## config.mk

```make
export PLATFORM = sky130hd
export DESIGN_NAME = ntdefer_top
export DESIGN_NICKNAME = d
export VERILOG_FILES = /design/src/rtl/ntdefer_pkg.sv /design/src/rtl/ntdefer_slot.sv /design/src/rtl/ntdefer_bt.sv /design/src/rtl/ntdefer_dq_pack.sv /design/src/rtl/ntdefer_top.sv
export SDC_FILE = /design/constraint.sdc
export NUM_CORES = 1
export LEC_CHECK = 0
export ABC_AREA = 1
export BUFFER_PORTS_ARGS = -buffer_cell sky130_fd_sc_hd__clkbuf_2
export CAP_MARGIN = 20
export CORE_AREA = 2 2 210 212
export DETAILED_ROUTE_END_ITERATION = 10
export DIE_AREA = 0 0 212 214
export PLACE_DENSITY = 0.56
export SLEW_MARGIN = 30
export SYNTH_ARGS = -nofsm -noshare
export SYNTH_HDL_FRONTEND = slang
export SYNTH_SLANG_ARGS = --single-unit
```

## constraint.sdc

```tcl
create_clock -name clk -period 3.3 [get_ports clk]
set_input_delay 0.33 -clock clk [delete_from_list [all_inputs] [get_ports clk]]
set_output_delay 0.33 -clock clk [all_outputs]
set_load 0.05 [all_outputs]
```

## src/rtl/ntdefer_pkg.sv

```systemverilog
package ntdefer_pkg;

    // Episode control command after priority resolution (join > merge > start)
    typedef enum logic [1:0] {
        CTL_IDLE  = 2'd0,
        CTL_START = 2'd1,
        CTL_MERGE = 2'd2,
        CTL_JOIN  = 2'd3
    } ctl_e;

    function automatic ctl_e pick_ctl(input logic start, input logic merge, input logic join_i);
        if (join_i)      return CTL_JOIN;
        else if (merge)  return CTL_MERGE;
        else if (start)  return CTL_START;
        else             return CTL_IDLE;
    endfunction

endpackage

```

## src/rtl/ntdefer_slot.sv

```systemverilog
// One issue slot: reads the incoming not-there vector, decides defer/execute
// and hands the updated vector to the next (younger) slot.
module ntdefer_slot #(
    parameter int NREG = 32,
    parameter int NSRC = 2,
    parameter int AW   = 5
) (
    input  logic                     valid,
    input  logic                     miss,
    input  logic [NSRC-1:0][AW-1:0]  src,
    input  logic [NSRC-1:0]          src_use,
    input  logic [AW-1:0]            dst,
    input  logic                     dst_use,
    input  logic [NREG-1:0]          nt_in,
    output logic                     defer,
    output logic [NSRC-1:0]          src_rdy,
    output logic [NREG-1:0]          nt_out
);

    logic pending;

    always_comb begin
        src_rdy = '1;
        pending = 1'b0;
        for (int s = 0; s < NSRC; s++) begin
            if (src_use[s] && nt_in[src[s]]) begin
                src_rdy[s] = 1'b0;
                pending    = 1'b1;
            end
        end
        defer  = valid & (miss | pending);
        nt_out = nt_in;
        if (valid && dst_use) begin
            nt_out[dst] = defer;
        end
    end

endmodule

```

## src/rtl/ntdefer_bt.sv

```systemverilog
// Behind-thread write bookkeeping and episode control vector updates.
module ntdefer_bt
    import ntdefer_pkg::*;
#(
    parameter int NREG = 32,
    parameter int AW   = 5
) (
    input  logic [NREG-1:0] nt_q,
    input  logic [NREG-1:0] snt_q,
    input  logic [NREG-1:0] w_q,
    input  logic [NREG-1:0] waw_q,
    input  logic            wr_valid,
    input  logic [AW-1:0]   wr_dst,
    input  ctl_e            ctl,
    output logic [NREG-1:0] nt_o,
    output logic [NREG-1:0] snt_o,
    output logic [NREG-1:0] w_o,
    output logic [NREG-1:0] waw_o,
    output logic            arch_ok,
    output logic [NREG-1:0] drop
);

    logic [NREG-1:0] w_wr;
    logic [NREG-1:0] waw_wr;

    // Step 1: behind-thread write
    always_comb begin
        w_wr    = w_q;
        waw_wr  = waw_q;
        arch_ok = 1'b0;
        if (wr_valid) begin
            w_wr[wr_dst] = 1'b1;
            if (nt_q[wr_dst] != snt_q[wr_dst]) begin
                waw_wr[wr_dst] = 1'b1;
            end else begin
                arch_ok = 1'b1;
            end
        end
    end

    // Step 2: control command on top of the write
    always_comb begin
        nt_o  = nt_q;
        snt_o = snt_q;
        w_o   = w_wr;
        waw_o = waw_wr;
        drop  = '0;
        unique case (ctl)
            CTL_JOIN: begin
                nt_o  = snt_q & w_wr;
                snt_o = '0;
                w_o   = '0;
                drop  = waw_wr;
                waw_o = '0;
            end
            CTL_MERGE: begin
                nt_o  = snt_q & w_wr;
                snt_o = '0;
                w_o   = '0;
            end
            CTL_START: begin
                snt_o = nt_q;
                w_o   = '0;
            end
            default: ;
        endcase
    end

endmodule

```

## src/rtl/ntdefer_dq_pack.sv

```systemverilog
// Builds the operand fields of deferred-queue entries: available values are
// captured, unavailable ones are zeroed.
module ntdefer_dq_pack #(
    parameter int ISSUE = 2,
    parameter int NSRC  = 2,
    parameter int DW    = 32
) (
    input  logic [ISSUE-1:0][NSRC-1:0]         rdy,
    input  logic [ISSUE-1:0][NSRC-1:0][DW-1:0] opnd_in,
    output logic [ISSUE-1:0][NSRC-1:0][DW-1:0] opnd_out
);

    for (genvar i = 0; i < ISSUE; i++) begin : g_slot
        for (genvar s = 0; s < NSRC; s++) begin : g_src
            assign opnd_out[i][s] = rdy[i][s] ? opnd_in[i][s] : '0;
        end
    end

endmodule

```

## src/rtl/ntdefer_top.sv

```systemverilog
module ntdefer_top
    import ntdefer_pkg::*;
#(
    parameter int NREG  = 32,
    parameter int DW    = 32,
    parameter int NSRC  = 2,
    parameter int ISSUE = 2,
    parameter int OPW   = 8,
    localparam int AW   = $clog2(NREG)
) (
    input  logic                                clk,
    input  logic                                rst_n,
    input  logic [ISSUE-1:0]                    iss_valid,
    input  logic [ISSUE-1:0]                    iss_miss,
    input  logic [ISSUE-1:0][OPW-1:0]           iss_op,
    input  logic [ISSUE-1:0][NSRC-1:0][AW-1:0]  iss_src,
    input  logic [ISSUE-1:0][NSRC-1:0]          iss_src_use,
    input  logic [ISSUE-1:0][AW-1:0]            iss_dst,
    input  logic [ISSUE-1:0]                    iss_dst_use,
    input  logic [ISSUE-1:0][NSRC-1:0][DW-1:0]  iss_opnd,
    input  logic                                dq_full,
    input  logic                                bt_start,
    input  logic                                bt_merge,
    input  logic                                bt_join,
    input  logic                                bt_wr_valid,
    input  logic [AW-1:0]                       bt_wr_dst,
    output logic [ISSUE-1:0]                    iss_exec,
    output logic [ISSUE-1:0]                    iss_defer,
    output logic                                stall,
    output logic [ISSUE-1:0]                    dq_we,
    output logic [ISSUE-1:0][OPW-1:0]           dq_op,
    output logic [ISSUE-1:0][AW-1:0]            dq_dst,
    output logic [ISSUE-1:0][NSRC-1:0][AW-1:0]  dq_src,
    output logic [ISSUE-1:0][NSRC-1:0]          dq_rdy,
    output logic [ISSUE-1:0][NSRC-1:0][DW-1:0]  dq_opnd,
    output logic                                bt_arch_ok,
    output logic [NREG-1:0]                     drop_mask,
    output logic [NREG-1:0]                     nt_vec,
    output logic [NREG-1:0]                     snt_vec,
    output logic [NREG-1:0]                     w_vec,
    output logic [NREG-1:0]                     waw_vec
);

    typedef struct packed {
        logic [NREG-1:0] nt;
        logic [NREG-1:0] snt;
        logic [NREG-1:0] w;
        logic [NREG-1:0] waw;
    } vec_state_t;

    vec_state_t st_q, st_d;

    ctl_e            ctl;
    logic [NREG-1:0] nt_ctl, snt_ctl, w_ctl, waw_ctl;

    logic [NREG-1:0] nt_chain [ISSUE+1];
    logic            defer_raw [ISSUE];
    logic [NSRC-1:0] rdy_w [ISSUE];
    logic [ISSUE-1:0][NSRC-1:0] rdy_pk;
    logic            any_def;

    assign ctl = pick_ctl(bt_start, bt_merge, bt_join);

    ntdefer_bt #(.NREG(NREG), .AW(AW)) u_bt (
        .nt_q     (st_q.nt),
        .snt_q    (st_q.snt),
        .w_q      (st_q.w),
        .waw_q    (st_q.waw),
        .wr_valid (bt_wr_valid),
        .wr_dst   (bt_wr_dst),
        .ctl      (ctl),
        .nt_o     (nt_ctl),
        .snt_o    (snt_ctl),
        .w_o      (w_ctl),
        .waw_o    (waw_ctl),
        .arch_ok  (bt_arch_ok),
        .drop     (drop_mask)
    );

    // Issue reads the vector after the control command
    assign nt_chain[0] = nt_ctl;

    for (genvar i = 0; i < ISSUE; i++) begin : g_slot
        ntdefer_slot #(.NREG(NREG), .NSRC(NSRC), .AW(AW)) u_slot (
            .valid   (iss_valid[i]),
            .miss    (iss_miss[i]),
            .src     (iss_src[i]),
            .src_use (iss_src_use[i]),
            .dst     (iss_dst[i]),
            .dst_use (iss_dst_use[i]),
            .nt_in   (nt_chain[i]),
            .defer   (defer_raw[i]),
            .src_rdy (rdy_w[i]),
            .nt_out  (nt_chain[i+1])
        );
    end

    ntdefer_dq_pack #(.ISSUE(ISSUE), .NSRC(NSRC), .DW(DW)) u_pack (
        .rdy      (rdy_pk),
        .opnd_in  (iss_opnd),
        .opnd_out (dq_opnd)
    );

    always_comb begin
        any_def = 1'b0;
        for (int i = 0; i < ISSUE; i++) begin
            any_def = any_def | defer_raw[i];
        end
        stall = dq_full & any_def;

        for (int i = 0; i < ISSUE; i++) begin
            iss_defer[i] = defer_raw[i] & ~stall;
            iss_exec[i]  = iss_valid[i] & ~defer_raw[i] & ~stall;
            dq_we[i]     = defer_raw[i] & ~stall;
            rdy_pk[i]    = rdy_w[i];
        end

        dq_op  = iss_op;
        dq_dst = iss_dst;
        dq_src = iss_src;
        dq_rdy = rdy_pk;

        st_d.nt  = stall ? nt_chain[0] : nt_chain[ISSUE];
        st_d.snt = snt_ctl;
        st_d.w   = w_ctl;
        st_d.waw = waw_ctl;
    end

    always_ff @(posedge clk) begin
        if (!rst_n) begin
            st_q <= '0;
        end else begin
            st_q <= st_d;
        end
    end

    assign nt_vec  = st_q.nt;
    assign snt_vec = st_q.snt;
    assign w_vec   = st_q.w;
    assign waw_vec = st_q.waw;

endmodule

```

==> results of run 1 <==
==> Yosys cell counts <==
cell      count  share of area (%)
dfxtp_1     128                 24
o211ai_1      6               0.43
inv_1       316                 11
a22o_1        1              0.084
clkbuf_1     63                2.3
o221ai_1      2               0.17
a21oi_1      61                2.9
a31o_2        5               0.42
buf_4        48                3.4
a21boi_1      5               0.36
o21ai_0      81                3.9
inv_2         6               0.21
ha_1          3               0.36
nor2_1      367                 13
o21ai_1       2              0.096
nor3_2        2               0.19
nand3_2       3               0.29
a22oi_1       8               0.57
nand4_1       2               0.12
nand2_1     447                 16
nand2_2       3               0.18
mux2i_1       2               0.19
buf_6         3               0.32
nor2_2        1              0.060
nor3_1       12               0.57
nand2_4       3               0.32
nor2_4        3               0.32
o22ai_1       8               0.48
nand3b_1      1              0.072
o21bai_1     34                2.4
a221oi_1      2               0.17
buf_1         2              0.072
nand3_1     231                 11
or2_2        29                1.7
buf_2        20               0.96
a21boi_0      4               0.29
clkinv_1      3               0.11
==> how the worst max path moves through the flow <==
| stage | startpoint | end | cells after the start |
|---|---|---|---|
| CTS | bt_join | iss_exec[0] | 32 |
| floorplan | bt_wr_dst[0] | iss_exec[1] | 31 |
| finish | bt_merge | dq_we[1] | 32 |
| global route | bt_merge | iss_exec[1] | 33 |
| global placement | bt_wr_dst[0] | stall | 32 |
| detailed placement | bt_wr_dst[0] | stall | 32 |
==> repair_timing <==
| action | in CTS | in global routing |
|---|---|---|
| setup buffers | 20 | 26 |
| pin swaps | 28 | 103 |
| setup endpoints to repair | 138 | 170 |
| gates resized for setup | 169 | 335 |
| gates cloned | 6 | 7 |
==> power by group <==
group / leakage (nW) / internal, mW / switching (mW)
logic: 9.07 / 1.02 / 1.77
clock network: 0.334 / 1.46 / 0.784
registers: 1.04 / 1.59 / 0.0273
total: 10.4 / 4.06 / 2.58
==> stage by stage <==
step                      utilization (%)  setup TNS, ns  worst slack, ns  cell area [sq um]
final                               48.26         -66.26          -0.8476              20690
after global routing                48.26         -89.87           -1.042              20690
after CTS                           44.84         -57.42          -0.7442              19230
after detailed placement            41.00         -86.48          -0.9544              17580
after global placement              41.00         -79.05          -0.8861              17580
after floorplan                         -         -30.90          -0.6865              11400
==> worst max-delay path: cells and delay by family <==
| family | cells | cell delay [ns] |
|---|---|---|
| simple gates | 23 | 2.13 |
| buf+inv | 9 | 1.33 |
==> area by class of cell <==
type	count	area [sq um]	area share, %
Timing Repair Buffer	929	7782	37.61
Multi-Input combinational cell	1328	7640	36.92
Sequential cell	128	2564	12.39
Inverter	325	1286	6.215
Tap cell	585	732.0	3.537
Clock buffer	19	452.9	2.189
Clock inverter	13	232.7	1.125
Antenna cell	2	5.005	0.02418
==> cell families (layout without fill, tap and decap cells) <==
| logic type | after synthesis | after routing |
|---|---|---|
| multiplexers | 2 | 2 |
| adder cells (fa/ha/maj) | 3 | 3 |
| flip-flops | 128 | 128 |
| AO/OA/AOI/OAI | 219 | 219 |
| AND/OR/NAND/NOR | 1104 | 1104 |
| buffers and inverters | 461 | 1286 |
| other | 0 | 2 |
==> registers in the layout, summed over array words and instances, names as in the netlist <==
signal,cells
waw_vec,32
nt_vec,32
w_vec,32
snt_vec,32
==> layer usage <==
layer | routed length [um] | track usage (%) | up-vias
met1 | 23880 | 30.17 | 7391
met3 | 3932 | 3.607 | 125
met2 | 29290 | 42.64 | 686
met4 | 2208 | 9.554 | 0
li1 | - | - | 7495
met5 | 0 | 0 | -
==> results by group, run 1 <==
Setup path
  • CP Data Arrival Time: 3.82 ns
  • Startpoint Class: primary input
  • Reg-to-reg endpoint: nt_vec[30]
  • Worst r2r path cells: 34
  • Req. time, crit path: a little under 3 ns
  • CP max stage delay: between 0.2 and 0.3 ns
  • Crit Path Class: in -> out
  • Reg2Reg Setup Slack: -0.41 ns
  • Critical path fanouts, max: 8
  • Crit path max-delay cell type: clkinvlp_4
  • Worst r2r src: snt_vec[30]
  • Critical Path Sink Type: primary output

Finish
  • Layout fillers: 4210
  • Post-route insts no fill: 3329
  • Area delta synth->final: 97.47%
  • Share of cells above drive strength 1: between 40 and 50%
  • Commonest non-fill, non-tap cell in the layout: clkbuf_2
  • Nets: around 2900
  • Most frequent cells in the layout: 392 x clkbuf_2, 352 x buf_4, 344 x nand2_1

CTS
  • H-tree depth: 4
  • CTS Sinks: about 130
  • Hold_buf cts: 0
  • CTS tree: yes
  • Clk buf depth: 2
  • Clock slew at reported path FFs: about 0.06 ns
  • Clock Latency Late Sink: approximately 0.44 ns
  • Root Buffer: clkbuf_16
  • CTS Buf Count: 17

Synth
  • Largest family of logic cells by synthesized area: simple AND/OR/NAND/NOR gates
  • Syn nets: around 2100
  • Compound-Gate Fraction of Synth Area: approximately 12%
  • Synth Area in Simple Gates: roughly 44%
  • Mux cell area share after synthesis: less than 1%
  • Yosys warns: 0
  • Cells after synthesis: approximately 1900
  • Synth Area in Adders: less than 1%
  • Synth Register Bits: 128
  • Register area share after synthesis: between 20% and 30%
  • Post-synthesis cell area: between 10000 and 15000 sq um
  • Unique masters post-synth: 37
  • Area share of xor/xnor cells in the synthesized design: 0%
  • Syn Area/Cell: between 5 and 6 sq um

Global routing
  • Total gr overflow: 0
  • Initial antenna violation count: 2
  • Vias in the first global route: ~15000
  • Gr usage total: about 25%
  • First-pass GRT wire length: about 85000 um
  • Pin count of the biggest net entering global routing: 57

Timing
  • Final setup fails: ~130
  • Final Worst Setup Slack: -0.8476 ns
  • Slew headroom: a little under half
  • Tcrit/Tclk final: 125.7%
  • Clock period minus worst slack: 4.148 ns
  • Worst-Margin Slew: 0.8163 ns
  • Fmax: 0.2411 GHz
  • Max-slew violation count: 0
  • Hold WS: ~0.28 ns
  • Worst Clk Skew: 0.01017 ns
  • Final hold viol count: 0
  • RSZ-0062 raised after global routing: yes

Floorplanning
  • Initial Util: ~24%
  • Die area: around 45000 sq um
  • Die width: between 200 and 250 um
  • Core area: 42890 sq um
  • Core Rows: 76
  • Chip Height: roughly 210 um
  • Number of I/O pins: about 540

Min path
  • WHS Path Cells: 3
  • Worst Hold Path EP: snt_vec[2]
  • Hold crit path type: in -> reg
  • HP Start: rst_n

Status
  • Outcome: finished with violations
  • Failing checks: setup timing

Detailed routing
  • Final wirelength: 59320 um
  • DRC violations left: 0
  • DR WL/cell: 17.82 um
  • TritonRoute pass-1 iters: 5
  • Iter 0 DRT Violations: roughly 1200
  • Post-route ant nets: 0
  • Vias: roughly 16000
  • Vias/cell: approximately 4.7

Pwr
  • P_leak: about 10 nW
  • PwrDens: roughly 320 nW/um^2
  • Maximum vdd drop: ~370 uV
  • Design Power: 6.641 mW

Place
  • Port Buf Inserts: a little over 500
  • Dpl hpwl: ~46000 um
  • Routability Congestion: between 0.9 and 1
  • DP Cell Count: 3238

Job
  • Max Cap Viol: 0
(Power assumes the default switching activity.)
==> inputs of run 2 (changes only) <==
- CORE_AREA: 2 2 210 212 -> 2 2 213 215
- CTS_BUF_LIST: default -> sky130_fd_sc_hd__clkbuf_2 sky130_fd_sc_hd__clkbuf_4 sky130_fd_sc_hd__clkbuf_8
- DIE_AREA: 0 0 212 214 -> 0 0 215 217
- PLACE_DENSITY: 0.56 -> 0.55
==> results by group, run 2 (same netlist as run 1, synthesis figures left out) <==
Timing
  • Tcrit/Tclk final: 122.9% (-2.7 points)
  • Fmax: 0.2465 GHz (+2.2%)
  • Final hold viol count: 0 (unchanged)
  • Hold WS: 0.2813 ns (-0.001435 ns)
  • Setup TNS: -50.92 ns (+15.34 ns)
  • Final Worst Setup Slack: -0.7572 ns (+0.09038 ns)
  • Worst Clk Skew: 0.01556 ns (+0.005393 ns)
  • Slew headroom: 38.62% (-6.9 points)
  • Clock period minus worst slack: 4.057 ns (-0.09038 ns)
  • RSZ-0062 raised after global routing: yes
  • Worst-Margin Slew: 0.9151 ns (+0.09880 ns)
  • Max-slew violation count: 0 (unchanged)
  • Final setup fails: 136 (+3.8%)

Min path
  • Worst Hold Path EP: w_vec[31]
  • WHS Path Cells: 5 (+2)
  • HP Start: bt_wr_dst[4]
  • Hold crit path type: in -> reg

CTS
  • CTS Sinks: 128 (unchanged)
  • H-tree depth: 4 (unchanged)
  • Clock Latency Late Sink: 0.47 ns (+0.03 ns)
  • Clock slew at reported path FFs: 0.08 ns (+0.02 ns)
  • Hold_buf cts: 0 (unchanged)
  • CTS Buf Count: 17 (unchanged)
  • Root Buffer: clkbuf_8
  • CTS tree: yes
  • Clk buf depth: 2 (unchanged)

Detailed routing
  • Metal3 WL: 4486 um (+14%)
  • DR WL/cell: 17.46 um (-2.0%)
  • Post-route ant nets: 0 (unchanged)
  • Vias/cell: 4.647 (-1.4%)
  • Iter 0 DRT Violations: 1063 (-14%)
  • Vias: 15640 (-0.34%)
  • TritonRoute pass-1 iters: 6 (+1)
  • Met1 WL: 23990 um (+0.43%)
  • Metal2 WL: 28770 um (-1.8%)
  • DRC violations left: 0 (unchanged)
  • Final wirelength: 58770 um (-0.93%)
  • Max layer used: met4

Setup path
  • Reg-to-reg endpoint: nt_vec[25]
  • Crit Path Class: in -> out
  • CP max stage delay: 0.18 ns (-0.07 ns)
  • Worst r2r src: snt_vec[12]
  • Cell mode on critical path: nand3_1
  • Startpoint Class: primary input
  • Crit path max-delay cell type: clkbuf_16
  • Critical path fanouts, max: 8 (unchanged)
  • Reg2Reg Setup Slack: -0.25 ns (+0.16 ns)
  • Crit-path leading delay family: simple AND/OR/NAND/NOR gates
  • WP buf/inv: 7 (-2)
  • Req. time, crit path: 2.97 ns (about the same)
  • Critical Path Sink Type: primary output
  • Worst r2r path cells: 33 (-2.9%)
  • CP Data Arrival Time: 3.73 ns (-0.09 ns)

Place
  • Dpl hpwl: 46050 um (-0.93%)
  • Area after DPL: 17110 sq um (-2.7%)
  • DP Cell Count: 3239 (+0.031%)
  • Routability Congestion: 0.9163 (-0.14%)
  • Port Buf Inserts: 509 (unchanged)
  • Pre-CTS setup slack: -0.8802 ns (+0.07419 ns)

Pwr
  • P_leak: 10.25 nW (-1.8%)
  • Switching part of the total: 41.97% (+3.1 points)
  • Maximum vdd drop: 244.7 uV (-33%)
  • Psw: 2.431 mW (-5.7%)
  • Part of the power in registers: 27.8% (+3.5 points)
  • Pint: 3.361 mW (-17%)
  • PwrDens: 291.1 nW/um^2 (-9.3%)
  • Clock Power Share: 27.2% (-6.6 points)
  • Logic gate share of total power: 45.0% (+3.1 points)

Floorplanning
  • Core area: 44700 sq um (+4.2%)
  • Die width: 215 um (+1.4%)
  • Core Rows: 78 (+2.6%)
  • Chip Height: 217 um (+1.4%)
  • Die area: 46660 sq um (+2.8%)
  • Number of I/O pins: 542 (unchanged)
  • Initial Util: 23.45% (-0.99 points)

Global routing
  • Vias in the first global route: 14850 (-0.43%)
  • Gr usage total: 23.62% (-0.89 points)
  • Pin count of the biggest net entering global routing: 53 (-7.0%)
  • First-pass GRT wire length: 85410 um (+0.19%)
  • Initial antenna violation count: 1 (-1)
  • Total gr overflow: 0 (unchanged)

Job
  • Max Cap Viol: 0 (unchanged)

Finish
  • Area delta synth->final: 89.90%
  • Fin area: 19900 sq um (-3.8%)
  • Nets: 2951 (+0.79%)
  • Layout fillers: 4525 (+7.5%)
  • Post-route insts no fill: 3366 (+1.1%)
  • Most frequent cells in the layout: 395 x clkbuf_2, 390 x buf_4, 350 x nand2_1
  • Commonest non-fill, non-tap cell in the layout: clkbuf_2
  • Share of cells above drive strength 1: 48.86% (-0.082 points)

Status
  • Outcome: finished with violations
  • Failing checks: setup timing
[run 2: cell type report]
cell class / instances / area [sq um] / area share, %
timing repair buffer: 952 / 7475 / 37.56
inverter: 325 / 1272 / 6.394
clock inverter: 10 / 158.9 / 0.7984
clock buffer: 22 / 284.0 / 1.427
multi-input combinational: 1328 / 7377 / 37.07
antenna: 1 / 2.502 / 0.01257
sequential: 128 / 2581 / 12.97
tap: 600 / 750.7 / 3.772
[run 2: how the worst max path moves through the flow]
| stage | start | endpoint | slack (ns) | cells past startpoint |
|---|---|---|---|---|
| after global routing | bt_wr_dst[4] | iss_exec[1] | -1.00 | 34 |
| after CTS | bt_merge | iss_exec[0] | -0.73 | 33 |
| after detailed placement | bt_wr_dst[0] | dq_opnd[91] | -0.88 | 29 |
| after floorplan | bt_wr_dst[0] | iss_exec[1] | -0.69 | 31 |
| after global placement | bt_wr_dst[0] | iss_exec[0] | -0.86 | 35 |
| final | bt_join | iss_exec[0] | -0.76 | 34 |
[run 2: per-stage QoR]
step	util, %	power (mW)
6_report	44.52	5.793
3_3_place_gp	38.27	3.921
2_1_floorplan	-	3.184
4_1_cts	42.07	5.645
3_5_place_dp	38.27	3.927
5_1_grt	44.52	6.013
[run 2: worst min-delay path, stage by stage]
cell and delay, ns:
buf_6 0.12, nand3_4 0.11, o21bai_4 0.07, inv_1 0.05, nor2_1 0.03
[run 2: power by group through the flow]
stage | logic, mW | clock network [mW] | registers (mW)
final | 2.61 | 1.57 | 1.61
after global routing | 2.74 | 1.66 | 1.62
after CTS | 2.44 | 1.59 | 1.61
after detailed placement | 2.28 | 0 | 1.65
after global placement | 2.28 | 0 | 1.65
after floorplan | 1.40 | 0 | 1.79
[run 2: per-layer routing]
layer / vias to the layer above / global-route usage [%]
li1: 7536 / -
met1: 7356 / 30.16
met2: 669 / 41.19
met3: 82 / 3.802
met4: 0 / 6.437
met5: - / 0
[run 2: repair_timing]
| action | CTS | global route |
|---|---|---|
| pin swaps | 30 | 69 |
| setup endpoints to repair | 136 | 140 |
| setup buffers | 55 | 37 |
| gates resized for setup | 205 | 245 |
| cloned | 3 | 6 |
==> inputs of run 3 (changes only) <==
- ABC_AREA: 1 -> 0
- CORE_AREA: 2 2 213 215 -> 2 2 211 213
- DIE_AREA: 0 0 215 217 -> 0 0 213 215
- PLACE_DENSITY: 0.55 -> 0.54
==> results by group, run 3 <==
CTS
  • Clk buf depth: 2 (unchanged)
  • CTS Sinks: 128 (unchanged)
  • Hold_buf cts: 0 (unchanged)
  • Clock Latency Late Sink: 0.47 ns (about the same)
  • Root Buffer: clkbuf_8
  • CTS tree: yes
  • Clock slew at reported path FFs: 0.08 ns (about the same)
  • H-tree depth: 4 (unchanged)
  • CTS Buf Count: 17 (unchanged)

Setup path
  • Worst r2r src: w_vec[30]
  • Reg-to-reg endpoint: nt_vec[21]
  • CP Data Arrival Time: 4.52 ns (+0.79 ns)
  • Reg2Reg Setup Slack: -1.24 ns (-0.99 ns)
  • Crit Path Class: in -> out
  • Critical path fanouts, max: 8 (unchanged)
  • Worst r2r path cells: 25 (-24%)
  • Critical Path Sink Type: primary output
  • Startpoint Class: primary input
  • Req. time, crit path: 2.97 ns (about the same)

Synth
  • Synth top area cells: dfxtp_1 26%, nor2_1 7.4%, a21oi_1 7.2%
  • Compound-Gate Fraction of Synth Area: 25.05% (+13 points)
  • Share of flip-flops with an asynchronous set or reset: 0% (unchanged)
  • Synth top area share: 25.61% (+1.2 points)
  • Post-synth EDFFs: 0 (unchanged)
  • Area share of xor/xnor cells in the synthesized design: 0.2626% (+0.26 points)
  • Most common cell in the netlist: nor2_1
  • Syn nets: 1586 (-25%)
  • Top post-synthesis cells by count: 197 x nor2_1, 172 x nand2_1, 143 x a21oi_1, 128 x dfxtp_1, 78 x nor2b_1
  • Post-synthesis cell area: 10010 sq um (-4.5%)
  • Mux cell area share after synthesis: 6.640% (+6.4 points)
  • Unique masters post-synth: 86 (+130%)
  • Synth Area in Adders: 0.3751% (+0.017 points)
  • Post-synth top flop: dfxtp_1
  • Largest family of logic cells by synthesized area: simple AND/OR/NAND/NOR gates
  • Synth Register Bits: 128 (unchanged)
  • Register area share after synthesis: 25.61% (+1.2 points)
  • Cells after synthesis: 1387 (-28%)
  • Syn Area/Cell: 7.214 sq um (+32%)
  • Yosys warns: 0 (unchanged)
  • Synth area leader: dfxtp_1
  • Synth Area in Simple Gates: 32.55% (-11 points)

Finish
  • Fin area: 21100 sq um (+6.0%)
  • Commonest non-fill, non-tap cell in the layout: buf_4
  • Layout fillers: 4159 (-8.1%)
  • Area delta synth->final: 110.9%
  • Most frequent cells in the layout: 417 x buf_4, 360 x clkbuf_2, 191 x nor2_1
  • Share of cells above drive strength 1: 62.63% (+14 points)
  • Nets: 2455 (-17%)
  • # diodes: 0 (-1)

Detailed routing
  • DR WL/cell: 21.10 um (+21%)
  • TritonRoute pass-1 iters: 5 (-1)
  • Iter 0 DRT Violations: 935 (-12%)
  • Vias: 14070 (-10%)
  • Post-route ant nets: 0 (unchanged)
  • DRC violations left: 0 (unchanged)
  • Vias/cell: 4.919 (+5.8%)
  • Final wirelength: 60360 um (+2.7%)

Floorplanning
  • Core area: 43640 sq um (-2.4%)
  • Die width: 213 um (-0.93%)
  • Initial Util: 22.93% (-0.52 points)
  • Chip Height: 215 um (-0.92%)
  • Core Rows: 77 (-1.3%)
  • Number of I/O pins: 542 (unchanged)
  • Die area: 45800 sq um (-1.8%)

Global routing
  • Pin count of the biggest net entering global routing: 35 (-34%)
  • Total gr overflow: 0 (unchanged)
  • Vias in the first global route: 13750 (-7.4%)
  • Gr usage total: 24.29% (+0.68 points)
  • First-pass GRT wire length: 84920 um (-0.57%)
  • Initial antenna violation count: 2 (+1)

Timing
  • Worst Clk Skew: 0.02028 ns (+0.004719 ns)
  • Final Worst Setup Slack: -1.553 ns (-0.7957 ns)
  • Max-slew violation count: 0 (unchanged)
  • Final setup fails: 159 (+17%)
  • Tcrit/Tclk final: 147.1% (+24 points)
  • Slew headroom: 37.24% (-1.4 points)
  • Clock period minus worst slack: 4.853 ns (+0.7957 ns)
  • Fmax: 0.2061 GHz (-16%)
  • RSZ-0062 raised after global routing: yes
  • Final hold viol count: 0 (unchanged)
  • Worst-Margin Slew: 0.9414 ns (+0.02634 ns)

Status
  • Outcome: finished with violations
  • Failing checks: setup timing

Pwr
  • P_leak: 9.559 nW (-6.8%)
  • Maximum vdd drop: 223.7 uV (-8.6%)
  • Design Power: 6.229 mW (+7.5%)
  • PwrDens: 295.2 nW/um^2 (+1.4%)

Min path
  • Hold crit path type: in -> reg
  • Worst Hold Path EP: nt_vec[12]
  • WHS Path Cells: 2 (-3)
  • HP Start: rst_n

Place
  • Dpl hpwl: 46300 um (+0.54%)
  • Port Buf Inserts: 509 (unchanged)
  • Area after DPL: 17000 sq um (-0.61%)
  • Routability Congestion: 0.9275 (+1.2%)

Job
  • Max Cap Viol: 0 (unchanged)
## run 3: cell count changes after synthesis, sizes merged, moves of 20 or more
cell    change
inv       -300
nand2     -281
nand3     -221
nor2      -172
a21oi      +82
nor2b      +78
and2       +70
and3       +42
o21ai      -37
o21bai     -31
or2        -22
o211ai     +21
a31oi      +20
## run 3: repair_timing
item                                    4_1_cts  5_1_grt
gates resized for setup                     276      471
endpoints found under the setup margin      203      203
buffers inserted                             37       40
pin swaps                                    47      113
cloned                                        8        9
## run 3: power breakdown
part	switching (mW)	internal, mW	total (mW)	leakage, nW
Combinational	1.78	1.35	3.13	8.31
Clock	0.690	0.789	1.48	0.207
Sequential	0.0409	1.58	1.62	1.04
Total	2.51	3.72	6.23	9.56
## run 3: worst max-delay path by stage
stage / startpoint / end / cells after the start
after floorplan: bt_join / iss_exec[0] / 19
after global placement: bt_wr_dst[3] / nt_vec[30] / 21
after detailed placement: bt_join / nt_vec[30] / 23
after CTS: bt_wr_dst[0] / dq_opnd[102] / 22
after global routing: bt_merge / iss_exec[0] / 21
final: bt_merge / dq_opnd[113] / 21
## run 3: layout make-up
class / instances / area, sq um / share of cell area, %
Clock buffer: 20 / 262.8 / 1.245
Clock inverter: 12 / 157.7 / 0.7472
Inverter: 25 / 110.1 / 0.5218
Multi-Input combinational cell: 1079 / 8463 / 40.11
Sequential cell: 128 / 2582 / 12.24
Tap cell: 592 / 740.7 / 3.510
Timing Repair Buffer: 1004 / 8775 / 41.59
Timing Repair inverter: 1 / 8.758 / 0.04151
## run 3: routing by layer
metal	vias to the layer above	share of wire, %	routed length [um]	global-route usage (%)
li1	6621	-	-	-
met1	6694	41	24730	30.56
met4	4	2.6	1565	6.946
met3	100	6.8	4120	4.019
met5	-	0.045	27	0
met2	653	50	29910	42.30
## run 3: cell families (layout without fill, tap and decap cells)
family                     count (synthesis)  in the layout
and+or+nand+nor                          663            663
AOI/OAI and AO/OA                        367            367
buffers and inverters                    180           1062
DFF                                      128            128
muxes                                     43             43
adders and majority gates                  3              3
xor gates and xnor gates                   3              3
## run 3: worst max-delay path: stages
cell,delay [ns]
buf_6,0.10
or2_4,0.35
inv_12,0.12
mux2i_1,0.29
or2_2,0.18
o22a_1,0.15
a21oi_2,0.08
o32ai_4,0.33
o211ai_4,0.13
buf_12,0.17
buf_12,0.14
buf_6,0.12
mux2_4,0.30
o311ai_4,0.25
buf_4,0.17
o22ai_4,0.08
buf_6,0.13
a211oi_4,0.51
clkbuf_16,0.27
and2_4,0.16
buf_12,0.13
## run 3: per-stage QoR
step	hold WS, ns	setup TNS (ns)	util (%)	setup slack, ns	std cells
floorplan	0.4604	-93.27	-	-1.340	1387
global placement	0.4831	-194.14	38.96	-1.846	2751
detailed placement	0.5026	-205.10	38.96	-1.967	2751
CTS	0.2562	-146.80	44.06	-1.557	2823
global route	0.2745	-160.50	48.35	-1.651	2861
finish	0.2914	-147.11	48.35	-1.553	2861
